$ cat config.mk
export PLATFORM = sky130hd
export DESIGN_NAME = adc_xfer_ctl
export DESIGN_NICKNAME = d
export VERILOG_FILES = /design/src/rtl/adc_xfer_pkg.sv /design/src/rtl/adc_xfer_ptr.sv /design/src/rtl/adc_xfer_flag.sv /design/src/rtl/adc_xfer_fsm.sv /design/src/rtl/adc_xfer_ctl.sv
export SDC_FILE = /design/constraint.sdc
export NUM_CORES = 1
export LEC_CHECK = 0
export ABC_AREA = 1
export BUFFER_PORTS_ARGS = -buffer_cell sky130_fd_sc_hd__buf_2
export CAP_MARGIN = 30
export CORE_MARGIN = 4
export CORE_UTILIZATION = 41
export DETAILED_ROUTE_END_ITERATION = 16
export HOLD_SLACK_MARGIN = 0.06
export PLACE_DENSITY_LB_ADDON = 0.2
export SYNTH_ARGS = -nofsm -noshare
export SYNTH_HDL_FRONTEND = slang
export SYNTH_SLANG_ARGS = --single-unit
$ cat constraint.sdc
create_clock -name clk -period 4 [get_ports clk]
set_input_delay 0.6 -clock clk [delete_from_list [all_inputs] [get_ports clk]]
set_output_delay 0.6 -clock clk [all_outputs]
set_load 0.01 [all_outputs]
$ cat src/rtl/adc_xfer_pkg.sv
package adc_xfer_pkg;

    typedef enum logic [1:0] {
        XS_OFF   = 2'd0,
        XS_WAIT  = 2'd1,
        XS_WRITE = 2'd2,
        XS_DONE  = 2'd3
    } xfer_state_e;

    localparam int unsigned XFER_AW      = 16;
    localparam int unsigned XFER_DW      = 16;
    localparam int unsigned XFER_CW      = 8;
    localparam int unsigned XFER_STEP    = 2;
    localparam logic [15:0] XFER_BASE_RV = 16'h0200;

endpackage

$ cat src/rtl/adc_xfer_ptr.sv
// Address pointer, word counter and block index for the transfer engine.
module adc_xfer_ptr #(
    parameter int unsigned AW      = 16,
    parameter int unsigned CW      = 8,
    parameter int unsigned STEP    = 2,
    parameter logic [AW-1:0] BASE_RV = 16'h0200
) (
    input  logic          clk,
    input  logic          rst_n,
    input  logic          load,
    input  logic [AW-1:0] load_addr,
    input  logic          rewind,
    input  logic          adv,
    input  logic [CW-1:0] cfg_count,
    input  logic          cfg_dual,
    output logic [AW-1:0] ptr,
    output logic          blk_idx,
    output logic          blk_end,
    output logic          run_end
);
    localparam logic [CW:0]   CNT_ONE = (CW+1)'(1);
    localparam logic [AW-1:0] ADDR_STEP = AW'(STEP);

    logic [AW-1:0] base_q;
    logic [AW-1:0] ptr_q;
    logic [CW-1:0] cnt_q;
    logic          blk_q;
    logic [CW:0]   cnt_inc;

    assign cnt_inc = {1'b0, cnt_q} + CNT_ONE;
    assign blk_end = (cnt_inc >= {1'b0, cfg_count});
    assign run_end = blk_end && (!cfg_dual || blk_q);
    assign ptr     = ptr_q;
    assign blk_idx = blk_q;

    always_ff @(posedge clk or negedge rst_n) begin
        if (!rst_n) begin
            base_q <= BASE_RV;
            ptr_q  <= BASE_RV;
            cnt_q  <= '0;
            blk_q  <= 1'b0;
        end else if (load) begin
            base_q <= load_addr;
            ptr_q  <= load_addr;
            cnt_q  <= '0;
            blk_q  <= 1'b0;
        end else if (rewind) begin
            ptr_q  <= base_q;
            cnt_q  <= '0;
            blk_q  <= 1'b0;
        end else if (adv) begin
            if (run_end) begin
                ptr_q <= base_q;
                cnt_q <= '0;
                blk_q <= 1'b0;
            end else if (blk_end) begin
                ptr_q <= ptr_q + ADDR_STEP;
                cnt_q <= '0;
                blk_q <= 1'b1;
            end else begin
                ptr_q <= ptr_q + ADDR_STEP;
                cnt_q <= cnt_inc[CW-1:0];
            end
        end
    end
endmodule

$ cat src/rtl/adc_xfer_flag.sv
// Sticky flag: set wins over hold, clear wins over set.
module adc_xfer_flag (
    input  logic clk,
    input  logic rst_n,
    input  logic set,
    input  logic clr,
    output logic q
);
    always_ff @(posedge clk or negedge rst_n) begin
        if (!rst_n)   q <= 1'b0;
        else if (clr) q <= 1'b0;
        else if (set) q <= 1'b1;
    end
endmodule

$ cat src/rtl/adc_xfer_fsm.sv
// Transfer sequencer: state register, next-state logic and registered outputs.
module adc_xfer_fsm
    import adc_xfer_pkg::*;
#(
    parameter int unsigned DW = 16
) (
    input  logic          clk,
    input  logic          rst_n,
    input  logic          base_wr,
    input  logic          cfg_zero,
    input  logic          cfg_cont,
    input  logic          res_valid,
    input  logic [DW-1:0] res_data,
    input  logic          mem_ready,
    input  logic          blk_end,
    input  logic          run_end,
    input  logic          blk_idx,
    output logic          mem_valid,
    output logic [DW-1:0] mem_data,
    output logic          adv,
    output logic          rewind,
    output logic          drop,
    output logic          blk_done,
    output logic          last_blk,
    output logic          active
);
    xfer_state_e   state_q, state_d;
    logic [DW-1:0] data_q;
    logic          take;

    // next state
    always_comb begin
        state_d = state_q;
        if (base_wr) begin
            state_d = cfg_zero ? XS_OFF : XS_WAIT;
        end else begin
            unique case (state_q)
                XS_OFF: begin
                    if (!cfg_zero) state_d = XS_WAIT;
                end
                XS_WAIT: begin
                    if (cfg_zero)       state_d = XS_OFF;
                    else if (res_valid) state_d = XS_WRITE;
                end
                XS_WRITE: begin
                    if (mem_ready) begin
                        if (run_end && !cfg_cont) state_d = XS_DONE;
                        else                      state_d = XS_WAIT;
                    end
                end
                XS_DONE: state_d = XS_DONE;
                default: state_d = XS_OFF;
            endcase
        end
    end

    // state register
    always_ff @(posedge clk or negedge rst_n) begin
        if (!rst_n) state_q <= XS_OFF;
        else        state_q <= state_d;
    end

    // decoded controls
    assign mem_valid = (state_q == XS_WRITE);
    assign active    = (state_q == XS_WAIT) || (state_q == XS_WRITE);
    assign adv       = mem_valid && mem_ready && !base_wr;
    assign rewind    = (state_q == XS_OFF) && !cfg_zero && !base_wr;
    assign take      = (state_q == XS_WAIT) && !cfg_zero && res_valid && !base_wr;
    assign drop      = mem_valid && res_valid;
    assign mem_data  = data_q;

    // registered outputs
    always_ff @(posedge clk or negedge rst_n) begin
        if (!rst_n) begin
            data_q   <= '0;
            blk_done <= 1'b0;
            last_blk <= 1'b0;
        end else begin
            blk_done <= adv && blk_end;
            if (take) data_q <= res_data;
            if (base_wr)             last_blk <= 1'b0;
            else if (adv && blk_end) last_blk <= blk_idx;
        end
    end
endmodule

$ cat src/rtl/adc_xfer_ctl.sv
// Top: per-sample block transfer engine with one/two-block buffering.
module adc_xfer_ctl
    import adc_xfer_pkg::*;
#(
    parameter int unsigned AW      = XFER_AW,
    parameter int unsigned DW      = XFER_DW,
    parameter int unsigned CW      = XFER_CW,
    parameter int unsigned STEP    = XFER_STEP,
    parameter logic [AW-1:0] BASE_RV = XFER_BASE_RV
) (
    input  logic          clk,
    input  logic          rst_n,
    input  logic [CW-1:0] cfg_count,
    input  logic          cfg_dual,
    input  logic          cfg_cont,
    input  logic          base_wr,
    input  logic [AW-1:0] base_wdata,
    input  logic          res_valid,
    input  logic [DW-1:0] res_data,
    output logic          mem_valid,
    output logic [AW-1:0] mem_addr,
    output logic [DW-1:0] mem_data,
    input  logic          mem_ready,
    output logic          blk_done,
    output logic          last_blk,
    output logic          overrun,
    output logic          active
);
    logic cfg_zero;
    logic adv, rewind, drop;
    logic blk_idx, blk_end, run_end;

    assign cfg_zero = (cfg_count == '0);

    adc_xfer_ptr #(
        .AW(AW), .CW(CW), .STEP(STEP), .BASE_RV(BASE_RV)
    ) u_ptr (
        .clk(clk), .rst_n(rst_n),
        .load(base_wr), .load_addr(base_wdata),
        .rewind(rewind), .adv(adv),
        .cfg_count(cfg_count), .cfg_dual(cfg_dual),
        .ptr(mem_addr), .blk_idx(blk_idx),
        .blk_end(blk_end), .run_end(run_end)
    );

    adc_xfer_fsm #(.DW(DW)) u_fsm (
        .clk(clk), .rst_n(rst_n),
        .base_wr(base_wr), .cfg_zero(cfg_zero), .cfg_cont(cfg_cont),
        .res_valid(res_valid), .res_data(res_data), .mem_ready(mem_ready),
        .blk_end(blk_end), .run_end(run_end), .blk_idx(blk_idx),
        .mem_valid(mem_valid), .mem_data(mem_data),
        .adv(adv), .rewind(rewind), .drop(drop),
        .blk_done(blk_done), .last_blk(last_blk), .active(active)
    );

    adc_xfer_flag u_ovr (
        .clk(clk), .rst_n(rst_n),
        .set(drop), .clr(base_wr), .q(overrun)
    );
endmodule

# ---- After elaboration in Yosys (flattened, before gate mapping)
# Index checks and enable logic that the tools add are counted.
dict set report classes {
  add_sub_neg 2
  multipliers 0
  div_mod_pow 0
  magnitude_cmp 1
  eq_ne 6
  n_shift 0
  n_mux 26
  bitwise_logic 0
  n_reduce_logical 25
}
# operator count
set op_table {}
lappend op_table {{$mux 16} 4}
lappend op_table {{$mux 8} 5}
lappend op_table {{$add 16x2->16 const B} 1}
lappend op_table {{$mux 2} 6}
lappend op_table {{$logic_and 1x1->1} 11}
lappend op_table {{$mux 1} 10}
lappend op_table {{$add 8x1->9 const B} 1}
lappend op_table {{$ge 9x8->1} 1}
lappend op_table {{$logic_not 8->1} 1}
lappend op_table {{$pmux 2 s4} 1}
lappend op_table {{$ne 3x3->1 const B} 2}
lappend op_table {{$eq 2x2->1 const B} 2}
lappend op_table {{$logic_not 1->1} 4}
lappend op_table {{$ne 4x3->1 const B} 1}
lappend op_table {{$reduce_bool 2->1} 2}
lappend op_table {{$reduce_bool 4->1} 1}
lappend op_table {{$reduce_and 3->1} 1}
lappend op_table {{$reduce_bool 3->1} 1}
lappend op_table {{$eq 2x1->1 const B} 1}
lappend op_table {{$logic_not 2->1} 1}
lappend op_table {{$logic_or 1x1->1} 2}
lappend op_table {{$reduce_and 2->1} 1}
dict set report word_totals {
  regBits 62
  latchBits 0
  ramBits 0
  romBits 0
  input_bits 47
  output_inout_bits 37
  word_cells 69
  memories 0
}

# ---- Depth between registers and ports, before layout
# Gate-level depths: netlist of the first run.
dict set report depth {
  ltp_word 8
  ltp_mapped 20
  depth_no_buf 19
}

# ---- Modules after synthesis
# From an unflattened synthesis of the first run, not the netlist that was laid out.
dict set report unflattened {
  cells_unflattened 448
  area_unflattened_um2 3711.1
}
# module instances cells_per_inst area_per_inst_um2 seq_area_each_um2
set by_module_without_submodules {}
lappend by_module_without_submodules {adc_xfer_ptr 1 317 2585.0 1028.5}
lappend by_module_without_submodules {adc_xfer_fsm 1 121 1067.3 500.5}
lappend by_module_without_submodules {adc_xfer_flag 1 3 32.5 25.0}
lappend by_module_without_submodules {adc_xfer_ctl 1 7 26.3 0.0}

# ---- Worst setup path after synthesis of the first run
# Ideal clock, no wire load.
dict set report synth_timing {
  path_type {reg2reg}
  startpoint {register u_ptr.cnt_q[0]}
  endpoint {register u_ptr.ptr_q[14], in the netlist u_ptr.ptr[14]}
  setup_ps 117
  arrival_time_ps 2142
  required_time_ps 3883
  slack_ps 1741
  stages_incl_launch_ff 21
  n_path_buf 1
  synth_period_minus_slack_ps 2259
  path_cell_list {dfrtp_1 -> ha_1 -> nand3_2 -> xor2_1 -> inv_1 -> ha_1 -> nand2_1 -> inv_1 -> nand2_1 -> nand3_1 -> nand2_1 -> nand2_1 -> nand2_1 -> nand2_2 -> nand2_4 -> buf_6 -> nand3_1 -> nand2_1 -> nand2_1 -> nand2_1 -> nand2_1}
}
dict set report synth_between {
  elab_chain_len 7
}
# item line_no
set synth_lines {}
lappend synth_lines {{from (decl)} adc_xfer_ptr.sv:26} ;# logic [CW-1:0] cnt_q;
lappend synth_lines {{from (signal assigned)} adc_xfer_ptr.sv:62} ;# cnt_q <= cnt_inc[CW-1:0];
lappend synth_lines {{$add 8x1->9} adc_xfer_ptr.sv:30} ;# assign cnt_inc = {1'b0, cnt_q} + CNT_ONE;
lappend synth_lines {{$ge 9x8->1} adc_xfer_ptr.sv:31} ;# assign blk_end = (cnt_inc >= {1'b0, cfg_count});
lappend synth_lines {{$logic_and 1x1->1} adc_xfer_ptr.sv:32} ;# assign run_end = blk_end && (!cfg_dual || blk_q);
lappend synth_lines {{$mux 16} adc_xfer_ptr.sv:52} ;# if (run_end) begin
lappend synth_lines {{$mux 16} adc_xfer_ptr.sv:51} ;# end else if (adv) begin
lappend synth_lines {{$mux 16} adc_xfer_ptr.sv:47} ;# end else if (rewind) begin
lappend synth_lines {{$mux 16} adc_xfer_ptr.sv:42} ;# end else if (load) begin
lappend synth_lines {{to (signal assigned)} adc_xfer_ptr.sv:44} ;# ptr_q <= load_addr;
lappend synth_lines {{to (signal assigned)} adc_xfer_ptr.sv:48} ;# ptr_q <= base_q;
lappend synth_lines {{to (signal assigned)} adc_xfer_ptr.sv:53} ;# ptr_q <= base_q;
lappend synth_lines {{to (decl)} adc_xfer_ptr.sv:25} ;# logic [AW-1:0] ptr_q;
# No other way between the ends. The select of a mux whose other input is x is not followed.
# A chain may end at the register's enable or synchronous reset.

# ---- Worst setup path after layout of the first run
dict set report layout_timing {
  startpoint {register u_ptr.cnt_q[0]}
  endpoint {register u_ptr.ptr_q[7], in the netlist u_ptr.ptr[7]}
}
# Same word-level chain as after synthesis.

==> run metrics, run 1 <==
RSZ-0062 raised after global routing no; relative slew slack 56.1%; Slew @ Worst Pin 0.658 ns; Via density 4.79; root buffer cell clkbuf_8; DIE AREA 10100 sq um; setup tns final 0 ns; Worst Path Max Fanout 22; # fillers 809; clock buffer depth 2; global-route wire length before repair 14400 microns; P_leak 2.30 nW; DP Wirelength 6340 microns; DRC 0; Antenna Cells 0; Final Util 51.0%; synthesized area 3510 sq um; share of cells above drive strength 1 26.7%; CTS tree done; register share of total power 39.1%; Clock Sinks 62; grt ovf 0; end of the critical path u_ptr.ptr[7]; Die X 101 microns; R2R cell count 19; Initial Utilization 42.6%; Die Y 101 microns; fmax 0.377 GHz; cts bufs inserted 9; worst r2r src u_ptr.cnt_q[0]; Core Area 8260 sq um; sequential share of the synthesized area 44.2%; level count of the clock H-tree 3; initial antenna violation count 0; final setup violation count 0; Worst EP required 4.23 ns; Internal Pwr Total 1.54 mW; Hold Buf Count CTS 0; Post-Syn Nets 486; Worst VDD drop 0.000395 V; CP arrival 2.89 ns; worst hold path type input port to asynchronous set/reset pin; Logic pwr share 38.6%; Syn Inst Count 424; Setup Skew 0.0109 ns; Placer Congestion 0.806; Max Cap Viol 0; Switching Share 39.6%; R2R Setup Slk 1.34 ns; status finished clean; Tot GR Track Use 17.6%; Reg clk slew, reported paths 0.08 ns; period utilization 66.4%; startpoint types flip-flop; Net Sw Power 1.01 mW; vias 2959; Clock power frac 22.3%; fin. max-slew vios 0; drt first-iter violations 174; via count of the first global-routing pass 2987; Avg Inst Size Synth 8.29 sq um; RR Endpoint u_ptr.ptr[7]; final hold violations 0; Buffers on Ports 83; PD cells 605 nW/um^2; DRT Pass-1 Iters 4; post-route antenna net violation count 0; wire per inst 13.6 microns; FP Rows 33; final WL 8380 microns; flops & latches, synth 62; postcts setup bufs 0; post-layout min period 2.66 ns; Yosys cell types 37; Ys Warns 0; Top Ports 84; largest net degree at the start of global routing 37; worst setup path start u_ptr.cnt_q[0]; Clk Latency, worst-skew pair 0.34 ns; cts repair resizes 0; CP Class flip-flop to flip-flop; Final #Nets 570; Layout area overhead 19.9%; crit path capture type flip-flop
kinds of logic (layout without fill, tap and decap cells):
| logic type | count (synthesis) | after routing | share of synthesized area [%] |
|---|---|---|---|
| compound gates | 35 | 35 | 5.52 |
| xor+xnor | 17 | 17 | 4.24 |
| fa+ha+maj | 15 | 15 | 5.34 |
| buf+inv | 67 | 156 | 8.19 |
| flops | 62 | 62 | 44.2 |
| mux | 16 | 16 | 5.13 |
| simple gates | 212 | 212 | 27.4 |
worst min path at each step:
stage                startpoint                to
6_report                  rst_n     u_ptr.ptr[13]
5_1_grt                   rst_n     u_ptr.ptr[11]
4_1_cts                   rst_n     u_ptr.ptr[13]
3_5_place_dp   u_ptr.base_q[12]  u_ptr.base_q[12]
3_3_place_gp   u_ptr.base_q[12]  u_ptr.base_q[12]
2_1_floorplan             rst_n    u_fsm.blk_done
layout make-up:
type | instances | area [sq um] | area share (%)
inverters | 55 | 206 | 4.90
clock inverters | 7 | 82.6 | 1.96
flip-flops and latches | 62 | 1550 | 36.9
multi-input cells | 295 | 1670 | 39.7
clock buffers | 9 | 124 | 2.94
well taps | 105 | 131 | 3.12
repair buffers | 85 | 443 | 10.5
registers in the layout, indices dropped and copies added (netlist names):
register        cells
u_fsm.blk_done      1
u_ovr.q             1
u_fsm.last_blk      1
u_fsm.mem_data     16
u_ptr.ptr          16
u_ptr.blk_idx       1
u_fsm.state_q       2
u_ptr.cnt_q         8
u_ptr.base_q       16
Yosys cell counts:
cell type / n / area share, %
nand2_1: 113 / 12
clkbuf_1: 3 / 0.32
buf_2: 2 / 0.28
ha_1: 15 / 5.3
nor2_2: 3 / 0.53
nor3_1: 4 / 0.57
nand3_1: 26 / 3.7
or2_1: 2 / 0.36
buf_4: 1 / 0.21
a31oi_1: 1 / 0.18
nand2_2: 4 / 0.71
o22ai_1: 5 / 0.89
clkinv_1: 1 / 0.11
o21ai_1: 1 / 0.14
nand3_2: 3 / 0.85
nand2_4: 1 / 0.32
nor3_2: 1 / 0.28
xnor2_1: 3 / 0.75
inv_1: 53 / 5.7
nor2_1: 37 / 4.0
nand4_1: 6 / 1.1
inv_2: 1 / 0.11
o21a_1: 1 / 0.21
o21ai_0: 12 / 1.7
nand3b_1: 7 / 1.5
nor2_4: 2 / 0.64
a22o_1: 1 / 0.25
nor3_4: 1 / 0.46
a21oi_1: 12 / 1.7
or2_2: 2 / 0.36
dfrtp_1: 60 / 43
dfstp_2: 2 / 1.5
a22oi_1: 2 / 0.43
mux2_2: 16 / 5.1
buf_6: 4 / 1.3
xor2_1: 14 / 3.5
buf_1: 2 / 0.21
power by group through the flow:
stage	clock network [mW]	logic [mW]	registers (mW)
2_1_floorplan	0	0.594	1.06
4_1_cts	0.585	0.998	0.999
3_3_place_gp	0	0.984	1.00
3_5_place_dp	0	0.993	1.01
5_1_grt	0.616	1.11	1.03
6_report	0.570	0.983	0.997
layer usage:
layer  track usage [%]  up-vias  wire length, microns
met5                 0        -                     0
met4              6.11        0                    86
met3              4.36        8                   544
met2              26.8       78                  3820
met1              24.5     1352                  3920
li1                  -     1521                     -
worst max-delay path, cell delays in order (launching register included):
cell,delay (ns)
dfrtp_1,0.43
ha_1,0.26
nand3_2,0.10
xor2_1,0.20
inv_1,0.06
ha_1,0.29
nand2_1,0.09
inv_1,0.04
nand2_1,0.05
nand3_1,0.07
nand2_1,0.06
nand2_1,0.05
nand2_1,0.09
nand2_2,0.08
nand2_4,0.22
nand2_2,0.19
nand2_1,0.10
nand3b_1,0.07
nand2_1,0.07
inv_1,0.03
metrics by stage:
step	setup slack [ns]	power [mW]	instance area (sq um)	cells	hold slack (ns)
after detailed placement	1.22	2.00	4010	602	0.457
final	1.34	2.55	4210	618	0.127
after floorplan	1.74	1.65	3510	424	0.304
after global routing	0.975	2.75	4210	618	0.125
after global placement	1.23	1.99	3990	601	0.450
after CTS	1.32	2.58	4210	618	0.122
cell usage in the layout (no fill, tap or decap), types with 3 or more instances in the layout:
cell type	synthesis	layout
o21ai_0	12	12
xnor2_1	3	3
mux2_2	16	16
nand2_2	4	4
clkinv_4	0	4
nand2_1	113	113
dfrtp_1	60	60
nor2_2	3	3
o22ai_1	5	5
nand4_1	6	6
xor2_1	14	14
nand3b_1	7	7
nand3_2	3	3
buf_2	2	83
nor3_1	4	4
nand3_1	26	26
a21oi_1	12	12
nor2_1	37	37
ha_1	15	15
inv_1	53	53
clkbuf_8	0	9
(Power assumes the default switching activity.)
==> run 2, diff against run 1 <==
clock period = 2.4 ns   (was 4 ns; I/O delays follow)
==> run metrics, run 2 (synthesis gave the netlist of run 1 again) <==
DIE AREA 10100 sq um (unchanged); post-route antenna net violation count 0 (unchanged); DP Wirelength 6370 microns (+0.42%); worst hold path type input port to flip-flop; worst r2r src u_ptr.cnt_q[0]; level count of the clock H-tree 3 (unchanged); Die Y 101 microns (unchanged); Worst Path Max Fanout 6 (-73%); footprint of the multi-input gates 1860 sq um (+11%); via count of the first global-routing pass 3116 (+4.3%); commonest non-fill, non-tap cell in the layout nand2_1; startpoint types flip-flop; wire per inst 13.8 microns (+2.1%); CTS tree done; post-layout min period 2.42 ns (-0.231 ns); flip-flop and latch area 1550 sq um (unchanged); most common cell type on the critical path nand2_1; global-route wire length before repair 14700 microns (+2.0%); crit path capture type flip-flop; Max Cap Viol 0 (unchanged); RSZ-0062 raised after global routing yes; CP arrival 2.64 ns (-0.25 ns); Die X 101 microns (unchanged); Clk Latency, worst-skew pair 0.33 ns (about the same); Fin Hold WS 0.255 ns (+0.128 ns); Critical Path Slowest Stage Cell dfrtp_1; Layout area overhead 29.2%; root buffer cell clkbuf_8; Reg clk slew, reported paths 0.07 ns (about the same); worst setup path start u_ptr.cnt_q[0]; Initial Utilization 42.6% (unchanged); Worst EP required 2.61 ns (-1.62 ns); R2R Setup Slk -0.02 ns (-1.37 ns); Antenna Cells 0 (unchanged); Slew @ Worst Pin 0.490 ns (-0.168 ns); Via density 4.85 (+1.4%); status finished with violations; final setup violation count 7 (+7); clock buffer depth 2 (unchanged); pre-CTS setup slack -0.0836 ns (-1.30 ns); fmax 0.412 GHz (+9.5%); period utilization 101% (+35 points); # fillers 749 (-7.4%); Core Area 8260 sq um (unchanged); relative slew slack 67.2% (+11 points); FP Rows 33 (unchanged); Tot GR Track Use 18.1% (+0.46 points); CP Class flip-flop to flip-flop; grt ovf 0 (unchanged); cts bufs inserted 9 (unchanged); Largest stage delay, worst path 0.43 ns (about the same); failing checks negative setup slack; DRT Pass-1 Iters 4 (unchanged); vias 3092 (+4.5%); final worst setup slack -0.0248 ns (-1.37 ns); final instance area 4540 sq um (+7.8%); drt first-iter violations 125 (-28%); hold_sp res_data[9]; Setup Skew 0.00768 ns (-0.00318 ns); largest net degree at the start of global routing 47 (+27%); most frequent cells in the layout nand2_1, buf_2, dfrtp_1; final non-filler cell total 637 (+3.1%); PD cells 943 nW/um^2 (+56%); P_leak 2.44 nW (+6.1%); Clock Sinks 62 (unchanged); Worst VDD drop 0.000560 V (+42%); worst path cell trace ha_4 -> buf_4 -> xor2_2 -> ha_1 -> nand2_1 -> nor2_2 -> nand2_1 -> nand3_2 -> nand2_1 -> nand2_1 -> nand2_2 -> nand2_4 -> nand2_8 -> buf_6 -> nand3_2 -> nand2_1 -> nor2_1 -> nor2_1; cell count after placement 616 (+2.3%); share of cells above drive strength 1 34.4% (+7.7 points); Placer Congestion 0.852 (+5.6%); final WL 8820 microns (+5.3%); DRC 0 (unchanged); Final #Nets 591 (+3.7%); fin. max-slew vios 0 (unchanged); final hold violations 0 (unchanged); Top Ports 84 (unchanged); initial antenna violation count 0 (unchanged); DP Area 4110 sq um (+2.6%); Buffers on Ports 83 (unchanged)
run 2: worst paths after layout:
kind / end / cells past startpoint
worst max-delay path: u_ptr.ptr[5] / 18
worst min-delay path: u_fsm.mem_data[9] / 2
worst max register to register: u_ptr.ptr[5] / 18
worst min register to register: u_ptr.base_q[4] / 2
max in group asynchronous: u_fsm.mem_data[6] / 3
min in group asynchronous: u_ptr.ptr[14] / 2
run 2: final cells by class:
cell class	count	share of cell area (%)
Multi-Input combinational cell	296	41.0
Sequential cell	62	34.2
Timing Repair Buffer	105	13.4
Inverter	55	4.55
Tap cell	105	2.89
Clock buffer	9	2.73
Clock inverter	5	1.16
run 2: routing by layer:
layer / global-route usage (%) / wire length, microns / share of wire (%) / vias to the layer above
met4: 6.01 / 46 / 0.52 / 0
met2: 27.9 / 4140 / 47 / 87
met1: 24.5 / 3990 / 45 / 1447
met5: 0 / 0 / 0 / -
met3: 4.98 / 637 / 7.2 / 4
li1: - / - / - / 1554
run 2: timing repair:
action | 4_1_cts | 5_1_grt
endpoints found under the hold margin | 14 | 0
buffers inserted | 1 | 3
resized for setup | 14 | 32
setup endpoints to repair | 17 | 21
pin swaps | 3 | 23
hold buffers | 1 | 0
cloned | 2 | 0
run 2: through the flow:
step | utilization [%] | total power, mW | setup TNS (ns)
2_1_floorplan | - | 2.75 | 0
3_3_place_gp | 49.8 | 3.33 | -0.00349
3_5_place_dp | 49.8 | 3.37 | -0.951
4_1_cts | 53.2 | 4.26 | 0
5_1_grt | 55.0 | 4.60 | -3.87
6_report | 55.0 | 4.28 | -0.100
run 2: worst max-delay path: cells and delay by family (launching register included):
family        cells  cell delay (ns)
xor+xnor          1             0.15
fa+ha+maj         2             0.48
buf+inv           2             0.28
simple gates     13             0.95
flops             1             0.43
run 2: power breakdown:
group | internal (mW) | switching (mW)
logic | 0.754 | 0.984
clock network | 0.462 | 0.403
registers | 1.37 | 0.310
==> run 3, diff against run 2 <==
SYNTH_HIERARCHICAL = 1   (was not set)
==> run metrics, run 3 <==
DIE AREA 10600 sq um (+5.1%); Clock Sinks 62 (unchanged); Core Area 8760 sq um (+6.1%); GR Layer Usage met1 22.1% (-2.4 points); global-route wire length before repair 13900 microns (-5.4%); post-synth top area share 40.5% (-2.3 points); failing checks negative setup slack; post-route antenna net violation count 0 (unchanged); relative slew slack 39.5% (-28 points); Synth top cells by count nand2_1, inv_1, dfrtp_1, nand3_1, nor2_1; area leader, netlist dfrtp_1; RSZ-0062 raised after global routing yes; Tot GR Track Use 16.5% (-1.6 points); Reg clk slew, reported paths 0.07 ns (about the same); flops & latches, synth 62 (unchanged); Tot Pwr 3.58 mW (-17%); most common cell type on the critical path nand2_1; synthesized area 3710 sq um (+5.6%); grt ovf 0 (unchanged); met3 usage 5.89% (+0.90 points); Largest stage delay, worst path 0.44 ns (about the same); Initial Utilization 42.3% (-0.21 points); Buffers on Ports 83 (unchanged); CTS tree done; startpoint types flip-flop; worst hold path type input port to flip-flop; share of cells above drive strength 1 43.0% (+8.6 points); final non-filler cell total 664 (+4.2%); cts bufs inserted 9 (unchanged); Ys Warns 6 (+6); Clk Latency, worst-skew pair 0.33 ns (about the same); DP Wirelength 6000 microns (-5.8%); via count of the first global-routing pass 3016 (-3.2%); Setup Skew 0.00869 ns (+0.00101 ns); largest net degree at the start of global routing 35 (-26%); drt first-iter violations 106 (-15%); P_leak 2.69 nW (+10%); PD cells 728 nW/um^2 (-23%); post-layout min period 2.44 ns (+0.0104 ns); Most Crowded Layer GR met2; Worst EP required 2.67 ns (+0.06 ns); most numerous cell in the Yosys netlist nand2_1; vias 3169 (+2.5%); Avg Inst Size Synth 8.28 sq um (about the same); Die X 103 microns (+2.5%); clock buffer depth 2 (unchanged); Slew @ Worst Pin 0.907 ns (+0.417 ns); met2 Track Usage GR 26.2% (-1.8 points); Critical Path Slowest Stage Cell dfrtp_1; Post-Syn Nets 511 (+5.1%); most frequent cells in the layout nand2_1, buf_2, inv_1; final hold violations 0 (unchanged); number of synthesized flops with an enable pin 0 (unchanged); Antenna Cells 0 (unchanged); Yosys cell types 32 (-14%); Die Y 103 microns (+2.5%); wire per inst 13.4 microns (-3.4%); Final #Nets 614 (+3.9%); CP Class flip-flop to flip-flop; period utilization 101% (+0.43 points); sequential share of the synthesized area 41.9% (-2.3 points); worst path cell trace ha_4 -> buf_4 -> xor2_2 -> ha_1 -> nand2_1 -> nand2_1 -> nand2_1 -> nand3_1 -> nand2_1 -> nand2_1 -> nand2_2 -> nand2_4 -> nand2_8 -> nand2_8 -> nor2_4 -> nand2_2 -> nand3_2; Layout area overhead 32.4%; commonest non-fill, non-tap cell in the layout nand2_1; most common flop cell mapped by yosys dfrtp_1; DRT Pass-1 Iters 4 (unchanged); CP arrival 2.71 ns (+0.07 ns); fin. max-slew vios 0 (unchanged); ranking of synthesized cells by area dfrtp_1, nand2_1, inv_1, nand3_1, ha_1; cell count after placement 636 (+3.2%); fmax 0.411 GHz (-0.43%); Placer Congestion 0.777 (-8.7%); FP Rows 34 (+3.0%); status finished with violations; final setup violation count 8 (+1); worst path bufs/invs 1 (-1); Syn Inst Count 448 (+5.7%); final WL 8880 microns (+0.74%); setup tns final -0.186 ns (-0.0865 ns); Max Cap Viol 0 (unchanged); pre-CTS setup slack -0.0654 ns (+0.0183 ns); Worst VDD drop 0.000505 V (-9.9%); Top Ports 84 (unchanged); crit path capture type flip-flop; final worst setup slack -0.0352 ns (-0.0104 ns); Top delay family on crit path simple AND/OR/NAND/NOR gates; level count of the clock H-tree 3 (unchanged); Via density 4.77 (-1.7%); initial antenna violation count 1 (+1); ys async rst share 100% (unchanged); Worst Path Max Fanout 6 (unchanged); root buffer cell clkbuf_8; DRC 0 (unchanged)
[run 3: changes by cell type after synthesis, moves of 5 or more]
cell      change
nand4_1       -5
nand2_1       -6
nand3b_1      -7
nand3_2      +12
inv_1        +24
nand3_1      +17
mux2_2       -16
nand2_2       +7
o21ai_0       +5
o21ai_2      +16
nor2_1       -17
a21oi_1       -5
[run 3: cells by family (layout without fill, tap and decap cells)]
group	after synthesis	count (layout)	share of synthesized area, %
AO/OA/AOI/OAI	48	48	8.36
AND/OR/NAND/NOR	214	215	30.0
buffers and inverters	92	199	10.6
adder cells (fa/ha/maj)	16	16	5.39
XOR/XNOR	16	16	3.78
flip-flops	62	62	41.9
[run 3: power by group]
| part | total [mW] | switching [mW] | internal [mW] |
|---|---|---|---|
| Combinational | 1.15 | 0.681 | 0.467 |
| Sequential | 1.43 | 0.163 | 1.27 |
| Clock | 0.996 | 0.406 | 0.590 |
[run 3: final timing paths]
check / start / to / slack, ns / depth (start not counted)
max reg2reg: u_ptr/cnt_q[0] / u_ptr/ptr[9] / -0.04 / 17
min reg2reg: u_fsm/mem_data[1] / u_fsm/mem_data[1] / 0.48 / 2
max: u_ptr/cnt_q[0] / u_ptr/ptr[9] / -0.04 / 17
max in group asynchronous: rst_n / u_ptr/ptr[9] / 1.20 / 3
min: base_wdata[2] / u_ptr/base_q[2] / 0.25 / 3
min in group asynchronous: rst_n / u_ptr/cnt_q[1] / 0.48 / 2
[run 3: layout make-up]
cell class	instances	area, sq um
timing repair buffer	103	606
inverter	80	303
tap	108	135
sequential	62	1550
multi-input combinational	295	2100
fill	795	3850
clock inverter	3	40.0
clock buffer	13	179
[run 3: stage by stage]
stage               hold slack (ns)  utilization, %  area, sq um
CTS                           0.237            51.6         4520
finish                        0.254            56.1         4910
global route                  0.239            56.1         4910
floorplan                    0.0644               -         3710
global placement              0.317            48.5         4250
detailed placement            0.325            48.5         4250
[run 3: what timing repair did]
action                     in CTS  in global routing
pin swaps                       3                 40
gates cloned                    1                  1
setup buffers                   1                  8
setup endpoints to repair      24                 26
hold buffers                    1                  0
hold endpoints to repair       16                  0
resized for setup               5                 68
[run 3: worst reg2reg max path, cell delays in order, from the launching register on]
cell	delay (ns)
dfrtp_1	0.44
ha_4	0.20
buf_4	0.14
xor2_2	0.14
ha_1	0.30
nand2_1	0.07
nand2_1	0.05
nand2_1	0.05
nand3_1	0.07
nand2_1	0.07
nand2_1	0.06
nand2_2	0.08
nand2_4	0.07
nand2_8	0.12
nand2_8	0.08
nor2_4	0.26
nand2_2	0.09
nand3_2	0.07
[run 3: metal layers]
metal	wire length (microns)	vias to the layer above
met5	7	-
met3	582	6
met4	31	2
met2	4190	83
li1	-	1608
met1	4070	1470
